### config.mk
export PLATFORM = sky130hd
export DESIGN_NAME = rx_dest_filter
export DESIGN_NICKNAME = d
export VERILOG_FILES = /design/src/rtl/rxf_pkg.sv /design/src/rtl/rxf_crc_hash.sv /design/src/rtl/rxf_hash_table.sv /design/src/rtl/rx_dest_filter.sv
export SDC_FILE = /design/constraint.sdc
export NUM_CORES = 1
export LEC_CHECK = 0
export BUFFER_PORTS_ARGS = -buffer_cell sky130_fd_sc_hd__buf_2
export CAP_MARGIN = 20
export CORE_UTILIZATION = 45
export DETAILED_ROUTE_END_ITERATION = 8
export GPL_ROUTABILITY_DRIVEN = 0
export PLACE_DENSITY = 0.7
export REMOVE_ABC_BUFFERS = 1
export SLEW_MARGIN = 20
export SYNTH_ARGS = -nofsm -noshare
export SYNTH_HDL_FRONTEND = slang
export SYNTH_SLANG_ARGS = --single-unit
export TNS_END_PERCENT = 10
### constraint.sdc
create_clock -name clk -period 4.5 [get_ports clk]
set_clock_uncertainty 0.05 [all_clocks]
set_input_delay 0.9 -clock clk [delete_from_list [all_inputs] [get_ports clk]]
set_output_delay 0.9 -clock clk [all_outputs]
set_load 0.01 [all_outputs]
### src/rtl/rxf_pkg.sv
package rxf_pkg;
  localparam int MAC_BYTES = 6;
  localparam int TBL_REGS  = 8;
  localparam int TBL_W     = 32;
  localparam int BIN_W     = $clog2(TBL_REGS * TBL_W);
  localparam logic [31:0] CRC_POLY = 32'hEDB88320;
  localparam logic [31:0] CRC_SEED = 32'hFFFFFFFF;

  // One byte of reflected CRC-32, LSB of the byte first.
  function automatic logic [31:0] crc_step(input logic [31:0] c, input logic [7:0] b);
    logic [31:0] r;
    r = c ^ {24'h0, b};
    for (int k = 0; k < 8; k++)
      r = (r >> 1) ^ (r[0] ? CRC_POLY : 32'h0);
    return r;
  endfunction

  // Bit-reverse the CRC and keep its top BIN_W bits.
  function automatic logic [BIN_W-1:0] crc_bin(input logic [31:0] c);
    logic [31:0] rv;
    for (int k = 0; k < 32; k++)
      rv[k] = c[31-k];
    return rv[31 -: BIN_W];
  endfunction
endpackage

### src/rtl/rxf_crc_hash.sv
module rxf_crc_hash
  import rxf_pkg::*;
(
  input  logic             clk,
  input  logic             rst_n,
  input  logic             take,
  input  logic             first,
  input  logic [7:0]       byte_in,
  output logic [BIN_W-1:0] bin_now
);
  logic [31:0] crc_q;
  logic [31:0] crc_base;
  logic [31:0] crc_nx;

  assign crc_base = first ? CRC_SEED : crc_q;
  assign crc_nx   = crc_step(crc_base, byte_in);
  assign bin_now  = crc_bin(crc_nx);

  always_ff @(posedge clk or negedge rst_n) begin
    if (!rst_n)    crc_q <= CRC_SEED;
    else if (take) crc_q <= crc_nx;
  end

  // running CRC only advances on a taken address byte
  p_crc_hold_r1: assert property (@(posedge clk) disable iff (!rst_n)
    !take |=> $stable(crc_q));
endmodule

### src/rtl/rxf_hash_table.sv
module rxf_hash_table
  import rxf_pkg::*;
#(
  parameter int NREG  = TBL_REGS,
  parameter int WW    = TBL_W,
  localparam int NBIN  = NREG * WW,
  localparam int BW    = $clog2(NBIN),
  localparam int SEL_W = $clog2(NREG),
  localparam int POS_W = $clog2(WW)
) (
  input  logic             clk,
  input  logic             rst_n,
  input  logic             wr_en,
  input  logic [SEL_W-1:0] wr_sel,
  input  logic [WW-1:0]    wr_data,
  input  logic             cmd_vld,
  input  logic             cmd_join,
  input  logic [BW-1:0]    cmd_bin,
  input  logic [BW-1:0]    look_bin,
  output logic             look_hit
);
  logic [WW-1:0]    tbl_q [NREG];
  logic [NBIN-1:0]  flat;
  logic [SEL_W-1:0] cmd_sel;
  logic [POS_W-1:0] cmd_pos;

  assign cmd_sel = cmd_bin[BW-1 -: SEL_W];
  assign cmd_pos = ~cmd_bin[POS_W-1:0];   // MSB-first numbering

  for (genvar r = 0; r < NREG; r++) begin : g_word
    always_ff @(posedge clk or negedge rst_n) begin
      if (!rst_n) begin
        tbl_q[r] <= '0;
      end else begin
        if (wr_en && wr_sel == SEL_W'(r))
          tbl_q[r] <= wr_data;
        if (cmd_vld && cmd_sel == SEL_W'(r))
          tbl_q[r][cmd_pos] <= cmd_join;
      end
    end
  end

  for (genvar n = 0; n < NBIN; n++) begin : g_flat
    assign flat[n] = tbl_q[n / WW][WW - 1 - (n % WW)];
  end

  assign look_hit = flat[look_bin];

  // join leaves the bin set
  p_join_sets_r3: assert property (@(posedge clk) disable iff (!rst_n)
    cmd_vld && cmd_join |=> flat[$past(cmd_bin)]);
  // leave leaves the bin clear
  p_leave_clears_r3: assert property (@(posedge clk) disable iff (!rst_n)
    cmd_vld && !cmd_join |=> !flat[$past(cmd_bin)]);
  // without write or command the table holds
  p_idle_hold_r2: assert property (@(posedge clk) disable iff (!rst_n)
    !wr_en && !cmd_vld |=> $stable(flat));
endmodule

### src/rtl/rx_dest_filter.sv
module rx_dest_filter
  import rxf_pkg::*;
#(
  parameter int CFG_AW = 4,
  localparam int SEL_W = $clog2(TBL_REGS),
  localparam int CNT_W = $clog2(MAC_BYTES + 1),
  localparam int HOLD_BYTES = MAC_BYTES - 1
) (
  input  logic              clk,
  input  logic              rst_n,
  input  logic              rx_vld,
  input  logic              rx_sof,
  input  logic [7:0]        rx_byte,
  input  logic              cfg_we,
  input  logic [CFG_AW-1:0] cfg_addr,
  input  logic [31:0]       cfg_wdata,
  input  logic              mc_cmd_vld,
  input  logic              mc_cmd_join,
  input  logic [BIN_W-1:0]  mc_cmd_bin,
  output logic              decision_vld,
  output logic              accept
);
  localparam logic [CFG_AW-1:0] A_STA_HI = CFG_AW'(0);
  localparam logic [CFG_AW-1:0] A_STA_LO = CFG_AW'(1);
  localparam logic [CFG_AW-1:0] A_CTRL   = CFG_AW'(2);

  // configuration
  logic [31:0] sta_hi_q;
  logic [15:0] sta_lo_q;
  logic        promisc_q;
  logic        tbl_we;

  assign tbl_we = cfg_we && cfg_addr[CFG_AW-1];

  always_ff @(posedge clk or negedge rst_n) begin
    if (!rst_n) begin
      sta_hi_q  <= '0;
      sta_lo_q  <= '0;
      promisc_q <= 1'b0;
    end else if (cfg_we) begin
      if (cfg_addr == A_STA_HI) sta_hi_q  <= cfg_wdata;
      if (cfg_addr == A_STA_LO) sta_lo_q  <= cfg_wdata[31:16];
      if (cfg_addr == A_CTRL)   promisc_q <= cfg_wdata[0];
    end
  end

  // address byte tracking
  logic [CNT_W-1:0]          cnt_q;
  logic [CNT_W-1:0]          pos;
  logic                      take;
  logic                      sixth_evt;
  logic                      sof_evt;
  logic [HOLD_BYTES*8-1:0]   addr_q;

  assign sof_evt   = rx_vld && rx_sof;
  assign take      = sof_evt ||
                     (rx_vld && cnt_q != '0 && cnt_q < CNT_W'(MAC_BYTES));
  assign pos       = rx_sof ? '0 : cnt_q;
  assign sixth_evt = take && pos == CNT_W'(MAC_BYTES - 1);

  always_ff @(posedge clk or negedge rst_n) begin
    if (!rst_n) begin
      cnt_q  <= '0;
      addr_q <= '0;
    end else if (take) begin
      cnt_q <= pos + CNT_W'(1);
      for (int k = 0; k < HOLD_BYTES; k++)
        if (pos == CNT_W'(k)) addr_q[k*8 +: 8] <= rx_byte;
    end
  end

  // hash path
  logic [BIN_W-1:0] bin_now;
  logic             tbl_hit;

  rxf_crc_hash u_crc (
    .clk     (clk),
    .rst_n   (rst_n),
    .take    (take),
    .first   (sof_evt),
    .byte_in (rx_byte),
    .bin_now (bin_now)
  );

  rxf_hash_table u_tbl (
    .clk      (clk),
    .rst_n    (rst_n),
    .wr_en    (tbl_we),
    .wr_sel   (cfg_addr[SEL_W-1:0]),
    .wr_data  (cfg_wdata),
    .cmd_vld  (mc_cmd_vld),
    .cmd_join (mc_cmd_join),
    .cmd_bin  (mc_cmd_bin),
    .look_bin (bin_now),
    .look_hit (tbl_hit)
  );

  // decision
  logic [8*MAC_BYTES-1:0] dest;
  logic [8*MAC_BYTES-1:0] station;
  logic is_group, is_bcast, is_station, verdict;

  assign dest       = {rx_byte, addr_q};          // byte 5 on top, byte 0 at bottom
  assign station    = {sta_hi_q, sta_lo_q};
  assign is_group   = addr_q[0];
  assign is_bcast   = &dest;
  assign is_station = dest == station;
  assign verdict    = promisc_q || is_bcast || is_station || (is_group && tbl_hit);

  always_ff @(posedge clk or negedge rst_n) begin
    if (!rst_n) begin
      decision_vld <= 1'b0;
      accept       <= 1'b0;
    end else if (sixth_evt) begin
      decision_vld <= 1'b1;
      accept       <= verdict;
    end else if (sof_evt) begin
      decision_vld <= 1'b0;
      accept       <= 1'b0;
    end
  end

  // decision only appears right after a sixth byte
  p_vld_after_sixth_r9: assert property (@(posedge clk) disable iff (!rst_n)
    $rose(decision_vld) |-> $past(sixth_evt));
  // decision holds until the next start marker
  p_hold_r9: assert property (@(posedge clk) disable iff (!rst_n)
    decision_vld && !sof_evt |=> decision_vld && $stable(accept));
  // start marker drops the decision
  p_sof_clears_r10: assert property (@(posedge clk) disable iff (!rst_n)
    sof_evt |=> !decision_vld);
  // promiscuous accepts everything
  p_promisc_r6: assert property (@(posedge clk) disable iff (!rst_n)
    sixth_evt && promisc_q |=> accept);
  // broadcast always accepted
  p_bcast_r8: assert property (@(posedge clk) disable iff (!rst_n)
    sixth_evt && is_bcast |=> accept);
  // unicast that misses the station is rejected
  p_unicast_reject_r7: assert property (@(posedge clk) disable iff (!rst_n)
    sixth_evt && !is_group && !is_station && !promisc_q |=> !accept);
endmodule

; ---- After elaboration in Yosys (flattened, before gate mapping)
; Cells that the tools add are included.
[totals]
wordCells = 140
regBits = 382
out_inout_bits = 2
in_bits = 59
[op_classes]
eq_ne = 22
n_mux = 41
bitwise_logic = 10
n_reduce_logical = 42
addsub = 1
magnitude_cmp = 4
[op_table]
columns = operator, n
row1 = $mux W32, 25
row2 = $bwmux W32, 8
row3 = $xor A31 B32 Y32, 8
row4 = $eq A48 B48 Y1, 1
row5 = $reduce_and A48 Y1, 1
row6 = $xor A32 B8 Y32, 1
row7 = $eq A3 B3 Y1 const B, 10
row8 = $logic_and A1 B1 Y1, 23
row9 = $eq A3 B2 Y1 const B, 6
row10 = $reduce_and A2 Y1, 8
row11 = $eq A3 B1 Y1 const B, 3
row12 = $logic_not A3 Y1, 3
row13 = $lt A8 B9 Y1 const B, 1
row14 = $bmux W1 S8, 1
row15 = $lt A5 B6 Y1 const B, 1
row16 = $demux W1 S5, 1
row17 = $ge A5 B1 Y1 const B, 1
row18 = $mux W1, 5
row19 = $not A5 Y5, 1
row20 = $eq A4 B1 Y1 const B, 1
row21 = $eq A4 B2 Y1 const B, 1
row22 = $logic_not A4 Y1, 1
row23 = $logic_or A1 B1 Y1, 4
row24 = $add A3 B1 Y3 const B, 1
row25 = other kinds (4), 4

; ---- Longest topological paths before layout
; Gate-level depths: netlist (run 1).
[depth]
word_depth = 24
depth_mapped = 14
mapped_depth_nobuf = 11

; ---- By module
; From an unflattened synthesis (run 1), not the netlist that was laid out.
[hier_totals]
cells_unflattened = 2221
hier_area_um2 = 22217.6
[modules_own_cells]
columns = module, cells_per_inst, area_each_um2, n_inst, seq_area_each_um2
row1 = rxf_hash_table, 1660, 15376.0, 1, 6406.1
row2 = rx_dest_filter, 313, 4371.7, 1, 2352.3
row3 = rxf_crc_hash, 248, 2469.9, 1, 840.8

; ---- Least setup slack after synthesis (run 1)
; No wires, ideal clock.
[synth_path]
kind = input to register
from = in rx_byte[6]
to = reg accept
setup_ns = 0.092
arrival_time_ns = 3.452
cell_stages = 13
n_path_buf = 3
required_ns = 4.358
slack_ns = 0.906
path_cell_list = buf_2 xor2_2 xnor3_2 xor2_1 buf_2 buf_2 nand2_1 a32oi_1 nand2_1 a22oi_1 nand4_1 a31o_1 o31ai_2
[synth_via]
elab_chain_cells = 15
elab_cells_between_ends = 19
cone_classes = 1 x eq/ne / 4 x mux / 9 x bitwise / 5 x reduce/logical
[synth_lines]
columns = item, line
row1 = start: declaration, rx_dest_filter.sv:13  ; input logic [7:0] rx_byte,
row2 = $xor A32 B8 Y32, rxf_pkg.sv:12  ; r = c ^ {24'h0, b};
row3 = $xor A31 B32 Y32 (6 in series), rxf_pkg.sv:14  ; r = (r >> 1) ^ (r[0] ? CRC_POLY : 32'h0);
row4 = $mux W32, rxf_pkg.sv:14
row5 = $xor A31 B32 Y32 (2 in series), rxf_pkg.sv:14
row6 = $bmux W1 S8, rxf_hash_table.sv:47  ; assign look_hit = flat[look_bin];
row7 = $mux W1 (not written as such), rxf_hash_table.sv:47
row8 = $logic_and A1 B1 Y1, rx_dest_filter.sv:108  ; assign verdict = promisc_q || is_bcast || is_station || (is_group && tbl_hit);
row9 = $logic_or A1 B1 Y1 (*), rx_dest_filter.sv:108
row10 = $mux W1 (*), rx_dest_filter.sv:114  ; end else if (sixth_evt) begin
row11 = end signal: assignment, rx_dest_filter.sv:116  ; accept <= verdict;
row12 = end: declaration, rx_dest_filter.sv:21  ; output logic accept
; Mark *: on every way between the ends. The rest lies on a longest branch, timed or not. The select of a mux whose other input is x is not followed.
; A chain may end at the register's enable or synchronous reset.

; ---- Final worst setup path (run 1)
[layout_path]
from = in rx_sof
to = reg accept
[layout_via]
elab_chain_cells = 18
elab_cells_between_ends = 29
cone_classes = 1 x eq/ne / 13 x mux / 9 x bitwise / 6 x reduce/logical
[layout_lines]
columns = item, line
row1 = start: declaration, rx_dest_filter.sv:12  ; input logic rx_sof,
row2 = $logic_and A1 B1 Y1, rx_dest_filter.sv:55  ; assign sof_evt = rx_vld && rx_sof;
row3 = $mux W32, rxf_crc_hash.sv:15  ; assign crc_base = first ? CRC_SEED : crc_q;
row4 = $xor A32 B8 Y32, rxf_pkg.sv:12
row5 = $mux W32 / $xor A31 B32 Y32 (equally long branches), rxf_pkg.sv:14
row6 = $xor A31 B32 Y32 / $mux W32 (equally long branches), rxf_pkg.sv:14
row7 = $xor A31 B32 Y32 (5 in series), rxf_pkg.sv:14
row8 = $mux W32 / $xor A31 B32 Y32 (equally long branches), rxf_pkg.sv:14
row9 = $xor A31 B32 Y32 / $mux W32 (equally long branches), rxf_pkg.sv:14
row10 = $xor A31 B32 Y32, rxf_pkg.sv:14
row11 = $bmux W1 S8, rxf_hash_table.sv:47
row12 = $mux W1 (not written as such), rxf_hash_table.sv:47
row13 = $logic_and A1 B1 Y1, rx_dest_filter.sv:108
row14 = $logic_or A1 B1 Y1, rx_dest_filter.sv:108
row15 = $mux W1, rx_dest_filter.sv:114
; Several ways; a longest one is shown, not always the timed one. The select of a mux whose other input is x is not followed.

==> impl_metrics.ini, run 1 <==
[placed_design]
port_buffers = 60
dp_slack_ns = 0.119
hpwl_um = 46700
dpl-instance-area_um2 = 23100

[clocking]
cts_resized = 0
clk-insertion-delay-late_ns = 0.58
clockBufferDepth = 3
path_clk_slew_ns = 0.06
cts.sinks = 382
post_cts_buffers = 0
cts_root_buffer = clkbuf_16
hold_buffers = 0
h-tree-depth = 2
cts_tree = built
numCtsBuffers = 43

[die]
die_x_um = 223
die_h_um = 223
dieArea_um2 = 49800
fp.coreArea_um2 = 47900
start_util_pct = 45.9
ios = 61
rows = 80

[layout]
final_common_cell = nand2_1
nets = 2412
mostFrequentLayoutCells = nand2_1, dfrtp_1, mux2i_1, o21ai_0, nor2_1
finish.instance_area_um2 = 24600
syn2layout_area_growth_pct = 11.8
layout-drive-gt1-share_pct = 15.2

[logic_synthesis]
ys_ff_latch = 382
ys_seq_area_share_pct = 43.6
synth_cells = 2356
yosysWarnings = 0
syn-cell-area_um2 = 22000
ys_types = 58
synth-edff-count = 0
synth_ff_type = dfrtp_1
synth_area_per_cell_um2 = 9.34
async_flop_share_pct = 100

[sta]
hold_violations = 0
finalCritPeriodShare_pct = 86.3
slew_headroom_pct = 18.7
worstMarginPinSlew_ns = 1.22
setup_ws_ns = 0.618
fmax_mhz = 258
setup_violations = 0
fin_crit_ns = 3.88
rsz0062_at_grt = no
drv_slew = 0

[power_and_ir_drop]
p_leak_uw = 0.00966
ir_drop_mv = 1.28
power_density_nw_per_um2 = 815

[detailed_routing]
detail-route-antenna-nets = 0
wl_met1_um = 29200
wl_met2_um = 31600
wirelength_um = 70800
detail_route.iter0.violations = 2237
wire_per_inst_um = 23.6
top_layer = met4
dr.pass1.iters = 5
vias = 18500
wl_met3_um = 7280
drc = 0
routed_via_density = 6.17

[grt]
grt-ovfl-total = 0
first_global_vias = 18100
grt_max_degree = 142
gr-usage-all-layers_pct = 28.5
grt_pass1_wl_um = 109000
antenna_found_initial = 1

[worst_hold_path]
hp-class = primary input to async pin

[worst_setup_path]
worst_setup_path_end_kind = flip-flop
startpoint_type = primary input
required_ns = 4.93
critPathKind = primary input to flip-flop
worstPathArrival_ns = 4.32
worstPathMaxFanout = 58

[job]
max_cap_violations = 0

[status]
status = complete, no violations
[Yosys cell counts (9+ instances only)]
master / count / area share, %
o22ai_1: 14 / 0.40
dfstp_2: 32 / 3.8
o21ai_0: 274 / 6.2
nand3_1: 27 / 0.61
dfrtp_1: 350 / 40
buf_1: 10 / 0.17
mux2i_1: 300 / 14
mux4_2: 13 / 1.3
a32oi_1: 40 / 1.6
buf_2: 20 / 0.46
o31a_1: 49 / 2.0
clkbuf_1: 149 / 2.5
a22oi_1: 11 / 0.38
xnor2_1: 95 / 3.8
nor2_1: 270 / 4.6
xor2_1: 25 / 1.0
inv_1: 9 / 0.15
mux2_2: 79 / 4.0
a21oi_1: 46 / 1.0
buf_4: 9 / 0.31
nand2_1: 397 / 6.8
nor4_1: 9 / 0.26
nand4_1: 34 / 0.97
[stage by stage]
step | TNS [ns] | instances | hold WS (ns) | utilization [%] | power (uW)
3_5_place_dp | 0 | 2917 | 0.415 | 48.2 | 16000
5_1_grt | 0 | 2993 | 0.461 | 51.3 | 20900
6_report | 0 | 2994 | 0.418 | 51.3 | 20000
4_1_cts | 0 | 2992 | 0.420 | 51.2 | 19800
3_3_place_gp | 0 | 2917 | 0.406 | 48.2 | 15800
2_1_floorplan | -10.90 | 2167 | 0.415 | - | 11700
[final timing paths]
check / startpoint / depth (start not counted) / endpoint / slack, ns
max in group asynchronous: rst_n / 2 / u_tbl.flat[52] / 3.05
min reg2reg: decision_vld / 2 / decision_vld / 0.42
min: rst_n / 1 / u_tbl.flat[176] / 0.42
max: rx_sof / 16 / accept / 0.62
min in group clk: decision_vld / 2 / decision_vld / 0.42
max reg2reg: u_crc.crc_q[4] / 12 / accept / 0.67
[state kept, by name, indices dropped and copies added (netlist names)]
name          count
cnt_q             3
accept            1
promisc_q         1
sta_lo_q         16
decision_vld      1
u_tbl.flat      256
u_crc.crc_q      32
sta_hi_q         32
addr_q           40
[worst max-delay path, stage by stage]
cell and delay [ns]:
buf_2 0.15, and2_1 0.35, buf_4 0.35, nor2_1 0.13
xnor2_1 0.19, buf_4 0.20, xnor2_4 0.14, buf_12 0.31
buf_4 0.24, nand2_1 0.06, nand3_1 0.12, nand4_1 0.11
o31ai_1 0.48, nor3_1 0.11, a31o_1 0.24, o31ai_2 0.17
[per-layer routing]
metal	vias to the layer above	global-route usage, %
li1	8204	-
met1	9025	38.9
met4	0	11.3
met3	202	6.01
met5	-	0
met2	1036	44.3
[cells by family (layout without fill, tap and decap cells)]
family	count (synthesis)	after routing	share of synthesized area, %
xor+xnor	132	132	5.81
buf+inv	199	221	3.70
flops	382	382	43.6
mux	395	395	19.4
other cells	0	1	0
simple gates	777	777	14.4
fa+ha+maj	5	5	0.284
compound gates	466	466	12.8
[final cells by class]
| cell class | instances | area, um^2 |
|---|---|---|
| fillers | 4222 | 23400 |
| multi-input cells | 1775 | 11700 |
| flip-flops and latches | 382 | 9600 |
| clock buffers | 60 | 1240 |
| repair buffers | 136 | 1010 |
| well taps | 615 | 769 |
| clock inverters | 15 | 204 |
| inverters | 10 | 37.5 |
| diodes | 1 | 2.50 |
[power by group]
group / switching (uW) / internal (uW) / leakage, uW
Clock: 1480 / 2210 / 0.000718
Combinational: 6490 / 4370 / 0.00432
Sequential: 908 / 4590 / 0.00463
No activity file was read; power rests on OpenSTA's default activity.
==> inputs of run 2 (changes only) <==
- CELL_PAD_IN_SITES_DETAIL_PLACEMENT: unset -> 0
- CELL_PAD_IN_SITES_GLOBAL_PLACEMENT: unset -> 2
- CORE_UTILIZATION: 45 -> 44
- PLACE_DENSITY: 0.7 -> unset
- PLACE_DENSITY_LB_ADDON: unset -> 0.1
==> impl_metrics.ini, run 2 (synthesis results as in run 1) <==
[sta]
fmax_mhz = 267
worstMarginPinSlew_ns = 1.10
slew_headroom_pct = 26.4
rsz0062_at_grt = no
hold_violations = 0
setup_violations = 0
fin_hold_ws_ns = 0.315
drv_slew = 0
fin_crit_ns = 3.74
finalCritPeriodShare_pct = 83.2

[power_and_ir_drop]
p_leak_uw = 0.00968
ir_drop_mv = 1.00
power_uw = 20600
power_density_nw_per_um2 = 834

[die]
start_util_pct = 44.8
dieArea_um2 = 50900
fp.coreArea_um2 = 49200
die_x_um = 226
rows = 81
die_h_um = 226
ios = 61

[grt]
antenna_found_initial = 1
grt_pass1_wl_um = 117000
grt-ovfl-total = 0
gr-usage-all-layers_pct = 31.0
grt_max_degree = 136
first_global_vias = 17600

[worst_setup_path]
r2r_slack_ns = 0.76
required_ns = 4.96
r2r-end = accept
worstPathMaxFanout = 46
r2r_cells = 12
startpoint_type = flip-flop
r2r_start = u_crc.crc_q[0]
worst_setup_path_end_kind = flip-flop
critPathKind = flip-flop to flip-flop
worstPathArrival_ns = 4.20

[clocking]
clk-insertion-delay-late_ns = 0.59
cts_resized = 0
clockBufferDepth = 3
cts_root_buffer = clkbuf_16
h-tree-depth = 2
cts_tree = built
hold_buffers = 0
post_cts_buffers = 0
path_clk_slew_ns = 0.06
cts.sinks = 382
numCtsBuffers = 46

[placed_design]
port_buffers = 60
hpwl_um = 51000
dp.cells = 2973

[worst_hold_path]
hp-class = primary input to async pin

[layout]
mostFrequentLayoutCells = nand2_1, dfrtp_1, mux2i_1, o21ai_0, nor2_1
largest_reg_flops = 256
layout-drive-gt1-share_pct = 15.3
final_common_cell = nand2_1
nets = 2422
fill_cells = 4592
layout.cells.non_filler = 3053
syn2layout_area_growth_pct = 12.4

[detailed_routing]
wirelength_um = 77300
drc = 0
routed_via_density = 5.88
wire_per_inst_um = 25.3
detail_route.iter0.violations = 1700
vias = 18000
dr.pass1.iters = 5
detail-route-antenna-nets = 0

[job]
max_cap_violations = 0

[status]
status = complete, no violations
==> run 2: layout make-up <==
class | instances | area [um^2] | area share [%]
antenna | 1 | 2.50 | 0.0101
clock buffer | 74 | 1360 | 5.49
clock inverter | 4 | 63.8 | 0.258
inverter | 10 | 37.5 | 0.152
multi-input combinational | 1775 | 11700 | 47.5
sequential | 382 | 9600 | 38.8
tap | 664 | 831 | 3.36
timing repair buffer | 143 | 1090 | 4.41
==> run 2: worst max-delay path, cell delays in order, from the launching register on <==
cell,delay (ns)
dfstp_2,0.63
xnor2_1,0.23
nor2_4,0.08
xnor3_2,0.50
xor2_4,0.30
buf_12,0.29
nand2_1,0.10
a32oi_1,0.43
a21oi_1,0.14
a2111o_1,0.41
nand3_1,0.12
nor4_1,0.07
o31ai_2,0.25
==> run 2: layer usage <==
metal	GRT usage, %	vias up	share of wire [%]
met5	0	-	0
met4	7.11	0	2.1
met3	4.85	115	5.7
met2	49.0	539	46
met1	44.4	9076	47
li1	-	8224	-
==> run 2: how the worst max path moves through the flow <==
| stage | depth (start not counted) | end | slack (ns) | startpoint |
|---|---|---|---|---|
| floorplan | 11 | accept | -2.16 | rx_vld |
| global placement | 11 | accept | 0.24 | rx_sof |
| detailed placement | 13 | accept | 0.25 | rx_sof |
| CTS | 12 | accept | 0.76 | u_crc.crc_q[0] |
| global route | 12 | accept | 0.69 | u_crc.crc_q[0] |
| finish | 12 | accept | 0.76 | u_crc.crc_q[0] |
==> run 2: metrics by stage <==
stage / TNS [ns] / worst slack, ns / cell area (um^2) / utilization, %
finish: 0 / 0.756 / 24700 / 50.3
floorplan: -10.90 / -2.16 / 21200 / -
detailed placement: 0 / 0.252 / 23300 / 47.4
CTS: 0 / 0.760 / 24700 / 50.2
global route: 0 / 0.690 / 24700 / 50.3
global placement: 0 / 0.237 / 23300 / 47.3
==> run 2: report_power, final <==
| part | internal (uW) | leakage, uW | switching, uW |
|---|---|---|---|
| clock | 2100 | 0.000690 | 1530 |
| combinational | 4480 | 0.00436 | 7060 |
| sequential | 4590 | 0.00463 | 866 |
==> inputs of run 3 (changes only) <==
- CORE_UTILIZATION: 44 -> 41
- clock period: 4.5 -> 3.7 ns (I/O delays scaled with it)
==> impl_metrics.ini, run 3 (synthesis results as in run 1) <==
[detailed_routing]
wire_per_inst_um = 25.0
detail-route-antenna-nets = 0
drc = 2
dr.pass1.iters = 9
vias = 18100
wirelength_um = 79200
detail_route.iter0.violations = 1476
routed_via_density = 5.70

[worst_hold_path]
hp-class = primary input to async pin

[worst_setup_path]
worst_setup_path_end_kind = flip-flop
critPathSlowestCell = dfstp_2
worstSetupStartpoint = u_crc.crc_q[4]
cpPeakStageDelay_ns = 0.62
worstPathArrival_ns = 4.08
startpoint_type = flip-flop
crit_buf_inv = 1
r2r_start = u_crc.crc_q[4]
path_common_cell = nand2_1
critPathKind = flip-flop to flip-flop
critical-path-top-delay-family = compound AO/OA/AOI/OAI gates
path_cells = xnor3_1, nand2_1, xor2_4, buf_4, mux4_2, nand2_1, and3_1, a211oi_1, nor4_1, a311o_1, o31ai_2
required_ns = 4.16
worstPathMaxFanout = 10

[placed_design]
port_buffers = 60
dp.cells = 3088
hpwl_um = 54500
dpl-instance-area_um2 = 24100

[grt]
antenna_found_initial = 0
grt_pass1_wl_um = 120000
grt_max_degree = 128
grt-ovfl-total = 0
gr-usage-all-layers_pct = 29.6
first_global_vias = 18000

[die]
rows = 84
die_x_um = 234
fp.coreArea_um2 = 52800
start_util_pct = 41.7
ios = 61
dieArea_um2 = 54600
die_h_um = 234

[clocking]
path_clk_slew_ns = 0.06
clk-insertion-delay-late_ns = 0.61
numCtsBuffers = 46
cts_resized = 0
h-tree-depth = 2
cts.sinks = 382
cts_tree = built
cts_root_buffer = clkbuf_16
post_cts_buffers = 0
clockBufferDepth = 3
hold_buffers = 0

[power_and_ir_drop]
ir_drop_mv = 0.724
power_density_nw_per_um2 = 1050
comb_power_share_pct = 59.0
p_leak_uw = 0.0101
net-switching-power_uw = 11800
p_int_uw = 14900
pwr-share-seq_pct = 24.8
netSwitchingFraction_pct = 44.1
pwr-share-clk_pct = 16.1

[layout]
fill_cells = 4955
syn2layout_area_growth_pct = 16.0
finish.instance_area_um2 = 25500
diodes = 0
layout.cells.non_filler = 3171
final_common_cell = nand2_1
nets = 2512
mostFrequentLayoutCells = nand2_1, dfrtp_1, mux2i_1, o21ai_0, nor2_1
largest_reg_flops = 256
layout-drive-gt1-share_pct = 18.7

[sta]
fin_crit_ns = 3.62
hold_violations = 0
fmax_mhz = 276
drv_slew = 0
setup_violations = 0
slew_headroom_pct = 34.3
finalCritPeriodShare_pct = 98.0
worstMarginPinSlew_ns = 0.985
rsz0062_at_grt = no

[status]
failed_checks = design-rule violations
status = finished, violations left

[job]
max_cap_violations = 0
-- run 3: changes by cell type in the layout (fill, tap and decap cells not counted), sizes merged --
cell,delta
buf,+90
bufinv,-1
clkbuf,-4
clkinv,+8
clkinvlp,+2
diode,-1
-- run 3: area by class of cell --
type | count | area, um^2 | area share [%]
Multi-Input combinational cell | 1775 | 11800 | 46.1
Sequential cell | 382 | 9600 | 37.6
Tap cell | 688 | 861 | 3.37
Clock inverter | 13 | 88.8 | 0.348
Clock buffer | 70 | 1300 | 5.10
Inverter | 10 | 37.5 | 0.147
Timing Repair Buffer | 233 | 1860 | 7.27
-- run 3: routing by layer --
layer  GRT usage [%]  part of all wire (%)
met1            42.2                    47
met2            47.5                    46
met3            3.30                   4.1
met4            8.16                   2.4
met5               0                     0
-- run 3: worst register-to-register path: stages, from the launching register on --
cell and delay [ns]:
dfstp_2 0.62, xnor3_1 0.41, nand2_1 0.19, xor2_4 0.47, buf_4 0.27, mux4_2 0.24, nand2_1 0.05, and3_1 0.16
a211oi_1 0.40, nor4_1 0.10, a311o_1 0.37, o31ai_2 0.21
-- run 3: path summary, 6_finish.rpt --
check | endpoint | slack [ns] | depth (start not counted)
hold reg to reg | decision_vld | 0.43 | 2
max in group asynchronous | u_crc.crc_q[1] | 2.54 | 2
setup / recovery | accept | 0.08 | 11
min in group clk | cnt_q[0] | 0.41 | 3
setup reg to reg | accept | 0.08 | 11
hold / removal | u_tbl.flat[251] | 0.17 | 1
-- run 3: power groups by stage --
stage	Clock, uW	Sequential, uW	Combinational (uW)
floorplan	0	6270	7680
global placement	0	6670	15300
detailed placement	0	6680	15400
CTS	4400	6620	15500
global route	4560	6770	16700
finish	4310	6630	15800
-- run 3: metrics by stage --
stage | hold slack [ns] | setup WS [ns] | utilization [%] | power [uW] | TNS (ns)
after global routing | 0.219 | 0.0262 | 48.4 | 28000 | 0
after floorplan | 0.394 | -2.80 | - | 14000 | -34.49
final | 0.169 | 0.0756 | 48.4 | 26700 | 0
after CTS | 0.208 | 0.0372 | 48.3 | 26500 | 0
after detailed placement | 0.428 | -0.411 | 45.7 | 22100 | -0.411
after global placement | 0.410 | -0.441 | 45.7 | 22000 | -0.441
